==> config.mk <==
export PLATFORM = sky130hd
export DESIGN_NAME = rtc_rst_ctrl
export DESIGN_NICKNAME = d
export VERILOG_FILES = /design/src/rtl/rtc_rst_pkg.sv /design/src/rtl/rtc_rst_seq_det.sv /design/src/rtl/rtc_rst_ctl.sv /design/src/rtl/rtc_rst_dp.sv /design/src/rtl/rtc_rst_ctrl.sv
export SDC_FILE = /design/constraint.sdc
export NUM_CORES = 1
export LEC_CHECK = 0
export BUFFER_PORTS_ARGS = -buffer_cell sky130_fd_sc_hd__buf_2
export CORE_UTILIZATION = 52
export DETAILED_ROUTE_END_ITERATION = 10
export GPL_TIMING_DRIVEN = 0
export PLACE_DENSITY = 0.79
export SLEW_MARGIN = 20
export SYNTH_ARGS = -nofsm -noshare
export SYNTH_HDL_FRONTEND = slang
export SYNTH_SLANG_ARGS = --single-unit
==> constraint.sdc <==
create_clock -name clk -period 2.07 [get_ports clk]
set_clock_uncertainty 0.1 [all_clocks]
set_input_delay 0.3105 -clock clk [delete_from_list [all_inputs] [get_ports clk]]
set_output_delay 0.3105 -clock clk [all_outputs]
set_load 0.005 [all_outputs]
==> src/rtl/rtc_rst_pkg.sv <==
package rtc_rst_pkg;

  localparam int REG_W   = 8;
  localparam int REG_N   = 16;
  localparam int ADDR_W  = $clog2(REG_N);
  localparam int FLAT_W  = REG_W * REG_N;
  localparam int TESTC_BIT = 3;

  // Strobes from control to datapath.
  typedef struct packed {
    logic loadDefaults;
    logic acceptWr;
    logic acceptPtr;
  } ctlStrobe_t;

  // Bits forced to 1 by reset.
  function automatic logic [REG_W-1:0] rstSetMask(input int idx);
    case (idx)
      0:                 return 8'h08;
      2, 9, 10, 11, 12:  return 8'h80;
      13:                return 8'h80;
      14:                return 8'h03;
      default:           return 8'h00;
    endcase
  endfunction

  // Bits forced to 0 by reset (applied before the set mask).
  function automatic logic [REG_W-1:0] rstClrMask(input int idx);
    case (idx)
      0, 1:    return 8'hFF;
      13:      return 8'h03;
      14:      return 8'h80;
      default: return 8'h00;
    endcase
  endfunction

endpackage

==> src/rtl/rtc_rst_seq_det.sv <==
module rtc_rst_seq_det #(
  parameter int MIN_GAP = 8,
  parameter int NFALL   = 4
) (
  input  logic clk,
  input  logic rst_n,
  input  logic sdaIn,
  input  logic sclIn,
  output logic seqHit
);

  localparam int GAP_W = $clog2(MIN_GAP + 1);
  localparam int CNT_W = $clog2(NFALL + 1);

  logic             sdaQ, sclQ;
  logic [GAP_W-1:0] gapCnt;
  logic [CNT_W-1:0] fallCnt, fallNext;
  logic             armed, armedNext;
  logic             sdaEdge, sclEdge, anyEdge, gapOk;

  assign sdaEdge = sdaQ ^ sdaIn;
  assign sclEdge = sclQ ^ sclIn;
  assign anyEdge = sdaEdge | sclEdge;
  assign gapOk   = (gapCnt >= GAP_W'(MIN_GAP));

  always_comb begin
    fallNext  = fallCnt;
    armedNext = armed;
    seqHit    = 1'b0;
    if (anyEdge) begin
      if (!gapOk || (sdaEdge && sclEdge)) begin
        fallNext  = '0;
        armedNext = 1'b0;
      end else if (sdaEdge) begin
        if (sclQ) begin
          fallNext  = '0;
          armedNext = 1'b0;
        end else if (!sdaIn) begin
          if (fallCnt == CNT_W'(NFALL)) begin
            fallNext = '0;
          end else begin
            fallNext = fallCnt + CNT_W'(1);
          end
        end
      end else if (sclIn) begin
        if (fallCnt == CNT_W'(NFALL)) begin
          armedNext = 1'b1;
          fallNext  = '0;
        end else begin
          fallNext  = '0;
          armedNext = 1'b0;
        end
      end else if (armed) begin
        seqHit    = 1'b1;
        armedNext = 1'b0;
        fallNext  = '0;
      end
    end
  end

  always_ff @(posedge clk or negedge rst_n) begin
    if (!rst_n) begin
      sdaQ    <= 1'b1;
      sclQ    <= 1'b1;
      gapCnt  <= GAP_W'(MIN_GAP);
      fallCnt <= '0;
      armed   <= 1'b0;
    end else begin
      sdaQ    <= sdaIn;
      sclQ    <= sclIn;
      fallCnt <= fallNext;
      armed   <= armedNext;
      if (anyEdge) begin
        gapCnt <= GAP_W'(1);
      end else if (!gapOk) begin
        gapCnt <= gapCnt + GAP_W'(1);
      end
    end
  end

endmodule

==> src/rtl/rtc_rst_ctl.sv <==
module rtc_rst_ctl
  import rtc_rst_pkg::*;
#(
  parameter int MIN_GAP = 8,
  parameter int NFALL   = 4
) (
  input  logic       clk,
  input  logic       rst_n,
  input  logic       oscRun,
  input  logic       sdaIn,
  input  logic       sclIn,
  input  logic       testcBit,
  input  logic       wrReq,
  input  logic       ptrReq,
  output ctlStrobe_t strobe,
  output logic       rstActive,
  output logic       busEn,
  output logic       overrideOn
);

  logic seqHit;
  logic overrideQ;

  rtc_rst_seq_det #(
    .MIN_GAP(MIN_GAP),
    .NFALL  (NFALL)
  ) u_det (
    .clk   (clk),
    .rst_n (rst_n),
    .sdaIn (sdaIn),
    .sclIn (sclIn),
    .seqHit(seqHit)
  );

  always_ff @(posedge clk or negedge rst_n) begin
    if (!rst_n) begin
      overrideQ <= 1'b0;
    end else if (overrideQ) begin
      overrideQ <= testcBit;
    end else begin
      overrideQ <= seqHit & testcBit;
    end
  end

  assign rstActive  = ~oscRun & ~overrideQ;
  assign busEn      = ~rstActive;
  assign overrideOn = overrideQ;

  always_comb begin
    strobe.loadDefaults = rstActive;
    strobe.acceptWr     = wrReq & busEn;
    strobe.acceptPtr    = ptrReq & busEn;
  end

endmodule

==> src/rtl/rtc_rst_dp.sv <==
module rtc_rst_dp
  import rtc_rst_pkg::*;
(
  input  logic              clk,
  input  logic              rst_n,
  input  ctlStrobe_t        strobe,
  input  logic [ADDR_W-1:0] wrAddr,
  input  logic [REG_W-1:0]  wrData,
  input  logic [ADDR_W-1:0] ptrData,
  output logic [FLAT_W-1:0] regFlat,
  output logic [ADDR_W-1:0] addrPtr,
  output logic              testcBit
);

  logic [REG_W-1:0] bankQ [REG_N];

  for (genvar i = 0; i < REG_N; i++) begin : g_reg
    localparam logic [REG_W-1:0] SET_M = rstSetMask(i);
    localparam logic [REG_W-1:0] CLR_M = rstClrMask(i);

    always_ff @(posedge clk or negedge rst_n) begin
      if (!rst_n) begin
        bankQ[i] <= SET_M;
      end else if (strobe.loadDefaults) begin
        bankQ[i] <= (bankQ[i] & ~CLR_M) | SET_M;
      end else if (strobe.acceptWr && (wrAddr == ADDR_W'(i))) begin
        bankQ[i] <= wrData;
      end
    end

    assign regFlat[i*REG_W +: REG_W] = bankQ[i];
  end

  always_ff @(posedge clk or negedge rst_n) begin
    if (!rst_n) begin
      addrPtr <= '0;
    end else if (strobe.loadDefaults) begin
      addrPtr <= '0;
    end else if (strobe.acceptPtr) begin
      addrPtr <= ptrData;
    end
  end

  assign testcBit = bankQ[0][TESTC_BIT];

endmodule

==> src/rtl/rtc_rst_ctrl.sv <==
module rtc_rst_ctrl
  import rtc_rst_pkg::*;
#(
  parameter int MIN_GAP = 8,
  parameter int NFALL   = 4
) (
  input  logic         clk,
  input  logic         rst_n,
  input  logic         oscRun,
  input  logic         sdaIn,
  input  logic         sclIn,
  input  logic         wrEn,
  input  logic [3:0]   wrAddr,
  input  logic [7:0]   wrData,
  input  logic         ptrLoad,
  input  logic [3:0]   ptrData,
  output logic         rstActive,
  output logic         busEn,
  output logic         overrideOn,
  output logic [3:0]   addrPtr,
  output logic [127:0] regFlat
);

  ctlStrobe_t strobe;
  logic       testcBit;

  rtc_rst_ctl #(
    .MIN_GAP(MIN_GAP),
    .NFALL  (NFALL)
  ) u_ctl (
    .clk       (clk),
    .rst_n     (rst_n),
    .oscRun    (oscRun),
    .sdaIn     (sdaIn),
    .sclIn     (sclIn),
    .testcBit  (testcBit),
    .wrReq     (wrEn),
    .ptrReq    (ptrLoad),
    .strobe    (strobe),
    .rstActive (rstActive),
    .busEn     (busEn),
    .overrideOn(overrideOn)
  );

  rtc_rst_dp u_dp (
    .clk     (clk),
    .rst_n   (rst_n),
    .strobe  (strobe),
    .wrAddr  (wrAddr),
    .wrData  (wrData),
    .ptrData (ptrData),
    .regFlat (regFlat),
    .addrPtr (addrPtr),
    .testcBit(testcBit)
  );

endmodule

# Word level (Yosys, flattened, before mapping)
# Cells that the tools add are included.
dict set report op_classes {
  add_sub_neg 2
  order_cmp 1
  eq_ne 19
  muxes 40
  n_bitwise 10
  n_reduce_logical 47
}
# cell n
set op_table {}
lappend op_table {{8-bit two-way mux} 18}
lappend op_table {{4-bit == test, second input constant} 8}
lappend op_table {{2-bit AND reduction} 15}
lappend op_table {{3-bit two-way mux} 7}
lappend op_table {{2-bit nonzero test} 10}
lappend op_table {{1-bit logical AND} 17}
lappend op_table {{4-bit by 3-bit == test with 1-bit output, second input constant} 4}
lappend op_table {{4-bit two-way mux} 4}
lappend op_table {{1-bit two-way mux} 11}
lappend op_table {{4-bit by 2-bit == test with 1-bit output, second input constant} 2}
lappend op_table {{4-bit by 1-bit adder with 4-bit output, second input constant} 1}
lappend op_table {{1-bit AND} 4}
lappend op_table {{4-bit by 1-bit == test with 1-bit output, second input constant} 1}
lappend op_table {{4-bit greater-or-equal comparator, second input constant} 1}
lappend op_table {{4-bit zero test} 1}
lappend op_table {{4-bit by 3-bit inequality test with 1-bit output, second input constant} 1}
lappend op_table {{4-bit nonzero test} 1}
lappend op_table {{3-bit by 1-bit adder with 3-bit output, second input constant} 1}
lappend op_table {{3-bit == test, second input constant} 1}
lappend op_table {{3-bit by 2-bit inequality test with 1-bit output, second input constant} 1}
lappend op_table {{1-bit NOT} 3}
lappend op_table {{3-bit AND reduction} 1}
lappend op_table {{2-bit inequality test, second input constant} 1}
lappend op_table {{1-bit XOR} 2}
lappend op_table {{other kinds (3)} 3}
dict set report totals {
  ff_bits 143
  in_bits 23
  output_inout_bits 135
  word_cells 149
}

# Depth between registers and ports, before layout
# Gate-level depths: netlist of run 1.
dict set report logic_depth {
  word_depth 7
  ltp_mapped 6
  depth_no_buf 5
}

# Modules after synthesis
# A second synthesis of run 1 with hierarchy kept.
dict set report hier_totals {
  hier_cells 440
  hier_area_um2 6110.9
}
# module instances cells_per_inst area_per_inst_um2 seq_area_each_um2
set by_module_without_submodules {}
lappend by_module_without_submodules {rtc_rst_dp 1 376 5450.2 3314.4}
lappend by_module_without_submodules {rtc_rst_seq_det 1 57 595.6 254.0}
lappend by_module_without_submodules {rtc_rst_ctl 1 7 65.1 25.0}

# Worst setup path before layout of run 1
# OpenSTA, ideal clock, no wires.
dict set report synth_timing {
  kind {in2reg}
  from {in wrAddr[3]}
  to {reg u_dp.bankQ (netlist bit u_dp.regFlat[115])}
  setup_time_ps 125
  t_arrival_ps 1522
  t_required_ps 1845
  slack_ps 324
  stages 5
  path_buffers 2
  path_cell_list {buf_2 > o2111ai_1 > nor2_1 > buf_2 > mux2_2}
}
dict set report synth_between {
  elab_chain_len 3
}
# element line_no
set synth_rtl {}
lappend synth_rtl {{start: declaration} rtc_rst_ctrl.sv:13} ;# input logic [3:0] wrAddr,
lappend synth_rtl {{4-bit == test} rtc_rst_dp.sv:26} ;# end else if (strobe.acceptWr && (wrAddr == ADDR_W'(i))) begin
lappend synth_rtl {{1-bit logical AND} rtc_rst_dp.sv:26}
lappend synth_rtl {{2-bit AND reduction (no line)} n/a}
lappend synth_rtl {{end signal: indexed assignment} rtc_rst_dp.sv:25} ;# bankQ[i] <= (bankQ[i] & ~CLR_M) | SET_M;
lappend synth_rtl {{end signal: indexed assignment} rtc_rst_dp.sv:27} ;# bankQ[i] <= wrData;
lappend synth_rtl {{end: declaration} rtc_rst_dp.sv:15} ;# logic [REG_W-1:0] bankQ [REG_N];
# Every way passes these cells.
# A chain may end at the register's enable or synchronous reset.

# Worst setup path after layout of run 1
dict set report layout_timing {
  from {reg u_ctl.overrideQ (netlist: u_ctl.overrideOn)}
  to {out busEn}
}
dict set report layout_between {
  elab_chain_len 3
}
# element line_no
set layout_rtl {}
lappend layout_rtl {{start: declaration} rtc_rst_ctl.sv:22} ;# logic overrideQ;
lappend layout_rtl {{start signal: assignment} rtc_rst_ctl.sv:39} ;# overrideQ <= testcBit;
lappend layout_rtl {{start signal: assignment} rtc_rst_ctl.sv:41} ;# overrideQ <= seqHit & testcBit;
lappend layout_rtl {{1-bit NOT} rtc_rst_ctl.sv:45} ;# assign rstActive = ~oscRun & ~overrideQ;
lappend layout_rtl {{1-bit AND} rtc_rst_ctl.sv:45}
lappend layout_rtl {{1-bit NOT (no line)} n/a}
lappend layout_rtl {{end: declaration} rtc_rst_ctrl.sv:18} ;# output logic busEn,
# Every way passes these cells.

==> impl_metrics.xml, run 1 <==
<?xml version="1.0" encoding="UTF-8"?>
<metrics>
  <group name="setup_path">
    <metric name="critical_path_class" unit="">flip-flop to primary output</metric>
    <metric name="worstPathCellList" unit="">or2_4, clkbuf_8, clkbuf_8, buf_2</metric>
    <metric name="crit_top_cell" unit="">sky130_fd_sc_hd__clkbuf_8</metric>
    <metric name="cpPeakStageDelay" unit="ns">0.43</metric>
    <metric name="crit_path_top_delay_cell" unit="">sky130_fd_sc_hd__dfrtp_2</metric>
    <metric name="cp_max_fo" unit="">10</metric>
    <metric name="critPathRequiredTime" unit="ns">1.66</metric>
    <metric name="critical_path_sink_type" unit="">primary output</metric>
    <metric name="critical_path.reg2reg.startpoint" unit="">u_ctl.overrideOn</metric>
    <metric name="critPathBufInv" unit="">3</metric>
    <metric name="launching_instance_or_port_of_the_critical_path" unit="">u_ctl.overrideOn</metric>
    <metric name="cp.arrival" unit="ns">1.62</metric>
    <metric name="worstSetupStartpointType" unit="">flip-flop</metric>
    <metric name="critical-path-top-delay-family" unit="">flip-flops</metric>
  </group>
  <group name="final_layout">
    <metric name="final_cell_area" unit="mm2">0.00750</metric>
    <metric name="area.growth.synth_to_final" unit="%">29.3</metric>
    <metric name="most_frequent_cells_in_the_layout" unit="">161 x sky130_fd_sc_hd__buf_2, 130 x sky130_fd_sc_hd__dfrtp_1, 97 x sky130_fd_sc_hd__mux2_2</metric>
    <metric name="fin_nets" unit="">639</metric>
    <metric name="post_route_cells_drive_above_1_share" unit="%">52.2</metric>
    <metric name="diodes" unit="">0</metric>
    <metric name="layout.cells.non_filler" unit="">764</metric>
    <metric name="layout_commonest_cell" unit="">sky130_fd_sc_hd__buf_2</metric>
  </group>
  <group name="worst_hold_path">
    <metric name="min-delay-start" unit="">wrData[1]</metric>
    <metric name="worst_hold_path_type" unit="">primary input to flip-flop</metric>
  </group>
  <group name="placement">
    <metric name="dp_cells" unit="">723</metric>
    <metric name="gpl.final_weighted_congestion" unit="">0.811</metric>
    <metric name="place.port_buffers" unit="">155</metric>
    <metric name="post_dp_cell_area" unit="mm2">0.00679</metric>
    <metric name="hpwl" unit="mm">9.50</metric>
  </group>
  <group name="drt">
    <metric name="route.detailed.vias_per_inst" unit="">5.31</metric>
    <metric name="first_pass_iters" unit="">4</metric>
    <metric name="drtAntennaViolNets" unit="">0</metric>
    <metric name="avgRoutedWirePerCell" unit="um">18.2</metric>
    <metric name="wl" unit="mm">13.9</metric>
    <metric name="drtIter0Drc" unit="">191</metric>
    <metric name="routed-via-count" unit="">4054</metric>
    <metric name="remaining_drc_errors" unit="">0</metric>
  </group>
  <group name="clock_tree">
    <metric name="clk_transition_reported_paths" unit="ns">0.06</metric>
    <metric name="cts_max_path_buffers" unit="">2</metric>
    <metric name="cts-root-buf" unit="">sky130_fd_sc_hd__clkbuf_8</metric>
    <metric name="cts_tree" unit="">built</metric>
    <metric name="htreeDepth" unit="">4</metric>
    <metric name="clock-sinks" unit="">143</metric>
    <metric name="numCtsBuffers" unit="">17</metric>
    <metric name="clkLatencyLatePin" unit="ns">0.51</metric>
  </group>
  <group name="synth">
    <metric name="synthesis.instances" unit="">427</metric>
    <metric name="number_of_enable_flip_flop_cells_after_synthesis" unit="">0</metric>
    <metric name="register_area_share_after_synthesis" unit="%">62.0</metric>
    <metric name="synth.avg_cell_area" unit="um2">13.6</metric>
    <metric name="yosys_most_used_dff" unit="">sky130_fd_sc_hd__dfrtp_1</metric>
    <metric name="synth-seq-cells" unit="">143</metric>
    <metric name="fraction_of_synthesis_flops_using_an_asynchronous_set_or_reset_pin" unit="%">100</metric>
    <metric name="synthesis.yosys.warnings" unit="">0</metric>
    <metric name="synth_cell_type_count" unit="">42</metric>
    <metric name="mappedNetlistNets" unit="">454</metric>
    <metric name="synth.cell_area" unit="mm2">0.00580</metric>
  </group>
  <group name="sta">
    <metric name="setup_viol" unit="">0</metric>
    <metric name="max_freq" unit="MHz">492</metric>
    <metric name="post-route-min-period" unit="ns">2.03</metric>
    <metric name="drv_slew" unit="">0</metric>
    <metric name="grt_setup_unrepaired" unit="">false</metric>
    <metric name="max_slew_margin" unit="%">47.1</metric>
    <metric name="hold_violations" unit="">0</metric>
    <metric name="whs" unit="ns">0.0186</metric>
    <metric name="min_period_over_period" unit="%">98.2</metric>
    <metric name="timing_worst_slew_pin_value" unit="ns">0.789</metric>
  </group>
  <group name="power_and_ir_drop">
    <metric name="power.share.sequential" unit="%">45.9</metric>
    <metric name="leakage" unit="nW">3.69</metric>
    <metric name="powerDensity" unit="mW/mm2">990</metric>
    <metric name="power.switching" unit="mW">1.82</metric>
    <metric name="power.combinational.fraction" unit="%">15.0</metric>
    <metric name="worst_ir_drop_vdd" unit="V">0.000633</metric>
    <metric name="intPower" unit="mW">5.60</metric>
    <metric name="power_switching_share" unit="%">24.5</metric>
    <metric name="power.clock.fraction" unit="%">39.1</metric>
  </group>
  <group name="grt">
    <metric name="grt_antenna_before_repair" unit="">0</metric>
    <metric name="vias_in_the_first_global_route" unit="">4066</metric>
    <metric name="grt_start_max_net_pins" unit="">75</metric>
    <metric name="grtUsageTotal" unit="%">25.7</metric>
    <metric name="grt_pass1_wl" unit="mm">21.7</metric>
    <metric name="total_overflow_reported_by_the_global_router" unit="">0</metric>
  </group>
  <group name="die">
    <metric name="die_area" unit="mm2">0.0116</metric>
    <metric name="rows" unit="">38</metric>
    <metric name="coreArea" unit="mm2">0.0108</metric>
    <metric name="dieWidth" unit="um">108</metric>
    <metric name="design.portCount" unit="">158</metric>
    <metric name="initial_core_util" unit="%">53.5</metric>
    <metric name="die_y_extent" unit="um">108</metric>
  </group>
  <group name="run">
    <metric name="max-cap-violations" unit="">0</metric>
  </group>
  <group name="status">
    <metric name="outcome" unit="">complete, no violations</metric>
  </group>
</metrics>
-- state kept, by name (all words and copies together) (netlist names) --
| register | cells |
|---|---|
| u_ctl.overrideOn | 1 |
| u_ctl.u_det.armed | 1 |
| u_ctl.u_det.fallCnt | 3 |
| u_ctl.u_det.gapCnt | 4 |
| u_ctl.u_det.sclQ | 1 |
| u_ctl.u_det.sdaQ | 1 |
| u_dp.addrPtr | 4 |
| u_dp.regFlat | 128 |
-- what timing repair did --
| item | 4_1_cts | 5_1_grt |
|---|---|---|
| hold endpoints to repair | 67 | 0 |
| resized for setup | 9 | 1 |
| hold buffers | 8 | 0 |
| pin swaps | 0 | 1 |
| endpoints found under the setup margin | 2 | 5 |
| gates cloned | 0 | 0 |
| setup buffers | 2 | 1 |
-- worst reg2reg max path: cells and delay by family (launching register included) --
kind	cells	cell delay (ns)
simple gates	1	0.54
flops	1	0.39
mux	1	0.40
buf+inv	1	0.16
compound gates	1	0.30
-- area by class of cell --
type	count	area [um2]
Clock buffer	21	459
Timing Repair Buffer	167	928
Buffer	20	111
Sequential cell	143	3590
Fill cell	782	3340
Clock inverter	10	113
Tap cell	140	175
Multi-Input combinational cell	253	2080
Inverter	10	41.3
-- metal layers --
layer	part of all wire [%]	wire length (um)	GRT usage, %	vias to the layer above
li1	-	-	-	1853
met1	41	5700	32.1	2055
met2	52	7210	43.0	131
met3	5.9	818	6.54	15
met4	1.5	206	9.20	0
met5	0	0	0	-
-- cells in the mapped netlist (7+ instances only) --
library cell | count | area (um2)
sky130_fd_sc_hd__buf_2 | 7 | 35.0
sky130_fd_sc_hd__mux2i_1 | 7 | 70.1
sky130_fd_sc_hd__nor3_1 | 9 | 45.0
sky130_fd_sc_hd__nand2_1 | 44 | 165
sky130_fd_sc_hd__nor2_1 | 16 | 60.1
sky130_fd_sc_hd__clkbuf_1 | 10 | 37.5
sky130_fd_sc_hd__inv_1 | 10 | 37.5
sky130_fd_sc_hd__dfrtp_1 | 131 | 3280
sky130_fd_sc_hd__mux2_2 | 97 | 1090
sky130_fd_sc_hd__a21oi_1 | 10 | 50.1
sky130_fd_sc_hd__dfstp_2 | 12 | 315
sky130_fd_sc_hd__o21ai_0 | 23 | 115
-- metrics by stage --
step	total power [mW]	setup WS [ns]	utilization [%]	setup TNS, ns
2_1_floorplan	3.92	0.324	-	0
4_1_cts	7.48	0.0184	69.0	0
6_report	7.42	0.0375	69.2	0
5_1_grt	7.74	0.000756	69.2	0
3_3_place_gp	4.48	-1.22	62.3	-164.34
3_5_place_dp	4.56	-0.0458	62.6	-0.418
-- worst paths after layout --
kind | endpoint | slack (ns) | cells past startpoint
worst max-delay path | busEn | 0.04 | 4
worst min-delay path | u_dp.regFlat[25] | 0.02 | 2
min in group asynchronous | u_dp.regFlat[12] | 0.24 | 2
max in group asynchronous | u_dp.regFlat[72] | 0.90 | 3
worst min register to register | u_dp.regFlat[21] | 0.38 | 1
worst max register to register | u_dp.regFlat[98] | 0.08 | 4
-- logic make-up after synthesis --
logic type / after synthesis / synth area share [%]
flops: 143 / 62.0
compound gates: 43 / 4.45
buf+inv: 31 / 2.29
fa+ha+maj: 4 / 0.863
simple gates: 97 / 9.54
mux: 106 / 20.4
xor+xnor: 3 / 0.453
-- power by group through the flow --
stage	Sequential [mW]	Combinational (mW)	Clock, mW
3_5_place_dp	3.45	1.11	0
5_1_grt	3.45	1.22	3.06
6_report	3.41	1.12	2.90
3_3_place_gp	3.42	1.06	0
4_1_cts	3.41	1.13	2.94
2_1_floorplan	3.47	0.442	0
Note: power is estimated with default switching activity, not from simulation.
==> run 2: changes to the inputs <==
ABC_CLOCK_PERIOD_IN_PS = 2070   (was not set)
CORE_UTILIZATION = 40   (was 52)
PLACE_DENSITY = not set   (was 0.79)
==> impl_metrics.xml, run 2 (synthesis gave the netlist of run 1 again) <==
<?xml version="1.0" encoding="UTF-8"?>
<metrics>
  <group name="clock_tree">
    <metric name="clk_transition_reported_paths" unit="ns">0.06</metric>
    <metric name="clkLatencyLatePin" unit="ns">0.41</metric>
    <metric name="htreeDepth" unit="">4</metric>
    <metric name="cts-root-buf" unit="">sky130_fd_sc_hd__clkbuf_16</metric>
    <metric name="numCtsBuffers" unit="">17</metric>
    <metric name="cts_tree" unit="">built</metric>
    <metric name="cts_max_path_buffers" unit="">2</metric>
    <metric name="clock-sinks" unit="">143</metric>
  </group>
  <group name="setup_path">
    <metric name="crit_top_cell" unit="">sky130_fd_sc_hd__clkbuf_8</metric>
    <metric name="critical-path-top-delay-family" unit="">buffers and inverters</metric>
    <metric name="worstSetupStartpointType" unit="">flip-flop</metric>
    <metric name="crit_path_top_delay_cell" unit="">sky130_fd_sc_hd__dfrtp_2</metric>
    <metric name="critPathBufInv" unit="">3</metric>
    <metric name="cp_max_fo" unit="">10</metric>
    <metric name="critPathRequiredTime" unit="ns">1.66</metric>
    <metric name="cp.arrival" unit="ns">1.62</metric>
    <metric name="critical_path_sink_type" unit="">primary output</metric>
    <metric name="cpPeakStageDelay" unit="ns">0.42</metric>
    <metric name="critical_path_class" unit="">flip-flop to primary output</metric>
    <metric name="worstPathCellList" unit="">or2_2, clkbuf_8, clkbuf_8, buf_2</metric>
  </group>
  <group name="grt">
    <metric name="grt.met3_usage" unit="%">6.23</metric>
    <metric name="met2_track_demand_over_resource" unit="%">31.9</metric>
    <metric name="grt_antenna_before_repair" unit="">0</metric>
    <metric name="vias_in_the_first_global_route" unit="">3975</metric>
    <metric name="gr-max-usage-layer" unit="">met2</metric>
    <metric name="grt_start_max_net_pins" unit="">78</metric>
    <metric name="grt_pass1_wl" unit="mm">21.8</metric>
    <metric name="use_met1" unit="%">25.1</metric>
    <metric name="total_overflow_reported_by_the_global_router" unit="">0</metric>
    <metric name="grtUsageTotal" unit="%">20.0</metric>
  </group>
  <group name="final_layout">
    <metric name="diodes" unit="">0</metric>
    <metric name="flip_flop_count_of_the_largest_register_after_layout" unit="">128</metric>
    <metric name="post_route_cells_drive_above_1_share" unit="%">53.0</metric>
    <metric name="most_frequent_cells_in_the_layout" unit="">161 x sky130_fd_sc_hd__buf_2, 130 x sky130_fd_sc_hd__dfrtp_1, 97 x sky130_fd_sc_hd__mux2_2</metric>
    <metric name="layout.cells.non_filler" unit="">803</metric>
    <metric name="layout_commonest_cell" unit="">sky130_fd_sc_hd__buf_2</metric>
    <metric name="fin_nets" unit="">637</metric>
    <metric name="area.growth.synth_to_final" unit="%">32.6</metric>
  </group>
  <group name="sta">
    <metric name="timing_worst_slew_pin_value" unit="ns">0.782</metric>
    <metric name="layout_setup_ws" unit="ns">0.0411</metric>
    <metric name="drv_slew" unit="">0</metric>
    <metric name="min_period_over_period" unit="%">98.0</metric>
    <metric name="setup_viol" unit="">0</metric>
    <metric name="grt_setup_unrepaired" unit="">true</metric>
    <metric name="max_slew_margin" unit="%">47.5</metric>
    <metric name="post-route-min-period" unit="ns">2.03</metric>
    <metric name="hold_violations" unit="">0</metric>
    <metric name="max_freq" unit="MHz">493</metric>
    <metric name="whs" unit="ns">0.0493</metric>
  </group>
  <group name="die">
    <metric name="coreArea" unit="mm2">0.0140</metric>
    <metric name="rows" unit="">43</metric>
    <metric name="die_y_extent" unit="um">122</metric>
    <metric name="design.portCount" unit="">158</metric>
    <metric name="dieWidth" unit="um">122</metric>
    <metric name="initial_core_util" unit="%">41.4</metric>
    <metric name="die_area" unit="mm2">0.0150</metric>
  </group>
  <group name="power_and_ir_drop">
    <metric name="powerDensity" unit="mW/mm2">1060</metric>
    <metric name="fin_total_pwr" unit="mW">8.13</metric>
    <metric name="leakage" unit="nW">3.78</metric>
    <metric name="worst_ir_drop_vdd" unit="V">0.000663</metric>
  </group>
  <group name="drt">
    <metric name="wl" unit="mm">14.1</metric>
    <metric name="drtIter0Drc" unit="">191</metric>
    <metric name="remaining_drc_errors" unit="">0</metric>
    <metric name="drtAntennaViolNets" unit="">0</metric>
    <metric name="first_pass_iters" unit="">4</metric>
    <metric name="routed-via-count" unit="">3987</metric>
    <metric name="avgRoutedWirePerCell" unit="um">17.6</metric>
    <metric name="route.detailed.vias_per_inst" unit="">4.97</metric>
  </group>
  <group name="run">
    <metric name="max-cap-violations" unit="">0</metric>
  </group>
  <group name="placement">
    <metric name="hpwl" unit="mm">9.69</metric>
    <metric name="dp_slack" unit="ns">-0.109</metric>
    <metric name="place.port_buffers" unit="">155</metric>
    <metric name="gpl.final_weighted_congestion" unit="">0.745</metric>
    <metric name="dp_cells" unit="">763</metric>
  </group>
  <group name="worst_hold_path">
    <metric name="worst_hold_path_type" unit="">primary input to flip-flop</metric>
  </group>
  <group name="status">
    <metric name="outcome" unit="">complete, no violations</metric>
  </group>
</metrics>
==> run 2: worst paths after layout <==
| check | slack, ns | from | depth (start not counted) | end |
|---|---|---|---|---|
| min | 0.05 | ptrData[0] | 3 | u_dp.addrPtr[0] |
| max reg2reg | 0.10 | u_ctl.overrideOn | 4 | u_dp.regFlat[76] |
| max | 0.04 | u_ctl.overrideOn | 4 | busEn |
| min in group asynchronous | 0.33 | rst_n | 2 | u_dp.regFlat[44] |
| max in group asynchronous | 0.81 | rst_n | 3 | u_dp.regFlat[102] |
| min reg2reg | 0.38 | u_dp.regFlat[40] | 2 | u_dp.regFlat[40] |
==> run 2: report_power, final <==
part / leakage (nW) / internal (mW) / switching [mW]
registers: 1.83 / 3.20 / 0.199
logic: 1.60 / 0.602 / 0.499
clock network: 0.350 / 2.51 / 1.12
total: 3.78 / 6.31 / 1.82
==> run 2: what timing repair did <==
action                                  4_1_cts  5_1_grt
hold buffers                                  3        0
buffers inserted                              1        4
gates resized for setup                      10        3
pin swaps                                     0        4
hold endpoints to repair                     56        0
endpoints found under the setup margin       10       32
==> run 2: layout make-up <==
type	count	area (um2)
clock buffer	22	484
timing repair buffer	164	906
buffer	21	123
sequential	143	3590
tap	180	225
fill	1193	6300
clock inverter	10	229
inverter	10	37.5
multi-input combinational	253	2090
==> run 2: worst reg2reg max path: stages, from the launching register on <==
cell	delay [ns]
sky130_fd_sc_hd__dfrtp_2	0.38
sky130_fd_sc_hd__buf_4	0.18
sky130_fd_sc_hd__o21ai_4	0.16
sky130_fd_sc_hd__nor4_4	0.62
sky130_fd_sc_hd__mux2_2	0.42
==> run 2: per-stage QoR <==
| stage | instance area (um2) | setup TNS [ns] | util [%] |
|---|---|---|---|
| 2_1_floorplan | 5800 | 0 | - |
| 3_3_place_gp | 6800 | -180.57 | 48.6 |
| 3_5_place_dp | 6840 | -2.15 | 48.9 |
| 4_1_cts | 7610 | 0 | 54.4 |
| 5_1_grt | 7690 | -0.0401 | 54.9 |
| 6_report | 7690 | 0 | 54.9 |
==> run 2: per-layer routing <==
| layer | up-vias | wire, um |
|---|---|---|
| met3 | 18 | 910 |
| met1 | 2002 | 6050 |
| met4 | 0 | 214 |
| met5 | - | 0 |
| li1 | 1854 | - |
| met2 | 113 | 6930 |
==> run 3: changes to the inputs <==
BUFFER_PORTS_ARGS = not set   (was -buffer_cell sky130_fd_sc_hd__buf_2)
DONT_BUFFER_PORTS = 1   (was not set)
PLACE_DENSITY = 0.64   (was not set)
==> impl_metrics.xml, run 3 (synthesis gave the netlist of run 1 again) <==
<?xml version="1.0" encoding="UTF-8"?>
<metrics>
  <group name="setup_path">
    <metric name="critical_path.reg2reg.endpoint" unit="">u_dp.regFlat[6]</metric>
    <metric name="critical-path-top-delay-family" unit="">flip-flops</metric>
    <metric name="worst-path-stages" unit="">3</metric>
    <metric name="critical_path_sink_type" unit="">primary output</metric>
    <metric name="worstPathCellList" unit="">or2_2, buf_4, buf_4</metric>
    <metric name="worstSetupStartpointType" unit="">flip-flop</metric>
    <metric name="cpPeakStageDelay" unit="ns">0.48</metric>
    <metric name="critPathBufInv" unit="">2</metric>
    <metric name="crit_top_cell" unit="">sky130_fd_sc_hd__buf_4</metric>
    <metric name="r2r_slack" unit="ns">0.11</metric>
    <metric name="critPathRequiredTime" unit="ns">1.66</metric>
    <metric name="critical_path.reg2reg.startpoint" unit="">u_ctl.overrideOn</metric>
    <metric name="timing.reg2reg.worst_path_depth" unit="">5</metric>
    <metric name="critical_path_class" unit="">flip-flop to primary output</metric>
    <metric name="crit_path_top_delay_cell" unit="">sky130_fd_sc_hd__dfrtp_2</metric>
    <metric name="crit_path_end" unit="">busEn</metric>
    <metric name="cp_max_fo" unit="">10</metric>
    <metric name="cp.arrival" unit="ns">1.60</metric>
    <metric name="launching_instance_or_port_of_the_critical_path" unit="">u_ctl.overrideOn</metric>
  </group>
  <group name="final_layout">
    <metric name="utilization" unit="%">49.1</metric>
    <metric name="fin_nets" unit="">491</metric>
    <metric name="area.growth.synth_to_final" unit="%">18.4</metric>
    <metric name="layout_commonest_cell" unit="">sky130_fd_sc_hd__dfrtp_1</metric>
    <metric name="post_route_cells_drive_above_1_share" unit="%">36.2</metric>
    <metric name="flip_flop_count_of_the_largest_register_after_layout" unit="">128</metric>
    <metric name="diodes" unit="">0</metric>
    <metric name="most_frequent_cells_in_the_layout" unit="">130 x sky130_fd_sc_hd__dfrtp_1, 97 x sky130_fd_sc_hd__mux2_2, 44 x sky130_fd_sc_hd__nand2_1</metric>
    <metric name="final_cell_area" unit="mm2">0.00686</metric>
  </group>
  <group name="die">
    <metric name="die_y_extent" unit="um">122</metric>
    <metric name="rows" unit="">43</metric>
    <metric name="dieWidth" unit="um">122</metric>
    <metric name="design.portCount" unit="">158</metric>
    <metric name="coreArea" unit="mm2">0.0140</metric>
    <metric name="die_area" unit="mm2">0.0150</metric>
    <metric name="initial_core_util" unit="%">41.4</metric>
  </group>
  <group name="clock_tree">
    <metric name="cts-root-buf" unit="">sky130_fd_sc_hd__clkbuf_16</metric>
    <metric name="cts_max_path_buffers" unit="">2</metric>
    <metric name="numCtsBuffers" unit="">17</metric>
    <metric name="clkLatencyLatePin" unit="ns">0.41</metric>
    <metric name="cts_tree" unit="">built</metric>
    <metric name="clock-sinks" unit="">143</metric>
    <metric name="ctsHoldBuffers" unit="">13</metric>
    <metric name="clk_transition_reported_paths" unit="ns">0.06</metric>
    <metric name="htreeDepth" unit="">4</metric>
  </group>
  <group name="sta">
    <metric name="timing_worst_slew_pin_value" unit="ns">0.793</metric>
    <metric name="hold_violations" unit="">143</metric>
    <metric name="setup_total_negative_slack" unit="ns">0</metric>
    <metric name="post-route-min-period" unit="ns">2.01</metric>
    <metric name="grt_setup_unrepaired" unit="">false</metric>
    <metric name="max_slew_margin" unit="%">46.9</metric>
    <metric name="drv_slew" unit="">0</metric>
    <metric name="min_period_over_period" unit="%">97.3</metric>
    <metric name="setup_viol" unit="">0</metric>
    <metric name="whs" unit="ns">-0.504</metric>
    <metric name="max_freq" unit="MHz">496</metric>
  </group>
  <group name="drt">
    <metric name="wl" unit="mm">14.0</metric>
    <metric name="routed-via-count" unit="">3447</metric>
    <metric name="first_pass_iters" unit="">4</metric>
    <metric name="drtAntennaViolNets" unit="">0</metric>
    <metric name="drtIter0Drc" unit="">163</metric>
    <metric name="remaining_drc_errors" unit="">0</metric>
    <metric name="route.detailed.vias_per_inst" unit="">5.26</metric>
    <metric name="avgRoutedWirePerCell" unit="um">21.4</metric>
  </group>
  <group name="placement">
    <metric name="place.port_buffers" unit="">0</metric>
    <metric name="hpwl" unit="mm">9.23</metric>
    <metric name="post_dp_cell_area" unit="mm2">0.00602</metric>
    <metric name="gpl.final_weighted_congestion" unit="">0.766</metric>
  </group>
  <group name="grt">
    <metric name="total_overflow_reported_by_the_global_router" unit="">0</metric>
    <metric name="gr-max-usage-layer" unit="">met2</metric>
    <metric name="use_met1" unit="%">24.0</metric>
    <metric name="grt_antenna_before_repair" unit="">0</metric>
    <metric name="grt_start_max_net_pins" unit="">144</metric>
    <metric name="grt.met3_usage" unit="%">8.18</metric>
    <metric name="vias_in_the_first_global_route" unit="">3658</metric>
    <metric name="grt_pass1_wl" unit="mm">21.2</metric>
    <metric name="grtUsageTotal" unit="%">19.8</metric>
    <metric name="met2_track_demand_over_resource" unit="%">32.1</metric>
  </group>
  <group name="run">
    <metric name="max-cap-violations" unit="">0</metric>
  </group>
  <group name="status">
    <metric name="failing_checks" unit="">negative hold slack</metric>
    <metric name="outcome" unit="">finished, violations left</metric>
  </group>
  <group name="power_and_ir_drop">
    <metric name="leakage" unit="nW">3.03</metric>
    <metric name="worst_ir_drop_vdd" unit="V">0.000558</metric>
    <metric name="fin_total_pwr" unit="mW">7.44</metric>
    <metric name="powerDensity" unit="mW/mm2">1080</metric>
  </group>
  <group name="worst_hold_path">
    <metric name="worst_hold_path_type" unit="">primary input to async pin</metric>
  </group>
</metrics>
-- run 3: how the worst min path moves through the flow --
stage / to / from / cells past startpoint
after floorplan: u_ctl.overrideOn / rst_n / 0
after global placement: u_dp.regFlat[47] / rst_n / 0
after detailed placement: u_dp.regFlat[47] / rst_n / 0
after CTS: u_dp.regFlat[1] / rst_n / 0
after global routing: u_dp.regFlat[7] / rst_n / 0
final: u_dp.regFlat[47] / rst_n / 0
-- run 3: what timing repair did --
action | 4_1_cts | 5_1_grt
gates resized for setup | 7 | 4
buffers inserted | 5 | 0
hold endpoints to repair | 189 | 143
endpoints found under the setup margin | 10 | 2
cloned | 0 | 0
pin swaps | 2 | 0
-- run 3: final cells by class --
type,instances,area (um2)
Timing Repair Buffer,18,168
Fill cell,1227,7130
Tap cell,180,225
Sequential cell,143,3590
Inverter,10,41.3
Multi-Input combinational cell,253,2070
Clock buffer,20,467
Buffer,21,110
Clock inverter,10,185
-- run 3: through the flow --
| step | instances | worst slack [ns] |
|---|---|---|
| after floorplan | 427 | 0.324 |
| final | 655 | 0.0558 |
| after CTS | 655 | -0.0219 |
| after detailed placement | 607 | -0.0298 |
| after global routing | 655 | 0.00345 |
| after global placement | 607 | 0.00186 |
-- run 3: worst register-to-register path, cell delays in order, from the launching register on --
cell	delay, ns
sky130_fd_sc_hd__dfrtp_2	0.47
sky130_fd_sc_hd__o21ai_4	0.18
sky130_fd_sc_hd__nor4b_2	0.61
sky130_fd_sc_hd__buf_2	0.32
sky130_fd_sc_hd__nand2_1	0.07
sky130_fd_sc_hd__o21ai_0	0.12
-- run 3: layer usage --
metal	up-vias	wire length, um
met5	-	0
met4	0	167
met3	14	1170
met2	116	6900
met1	1768	5780
li1	1549	-
-- run 3: report_power, final --
part | internal (mW) | switching (mW)
logic | 0.334 | 0.219
registers | 3.21 | 0.336
clock network | 2.22 | 1.12
total | 5.76 | 1.68
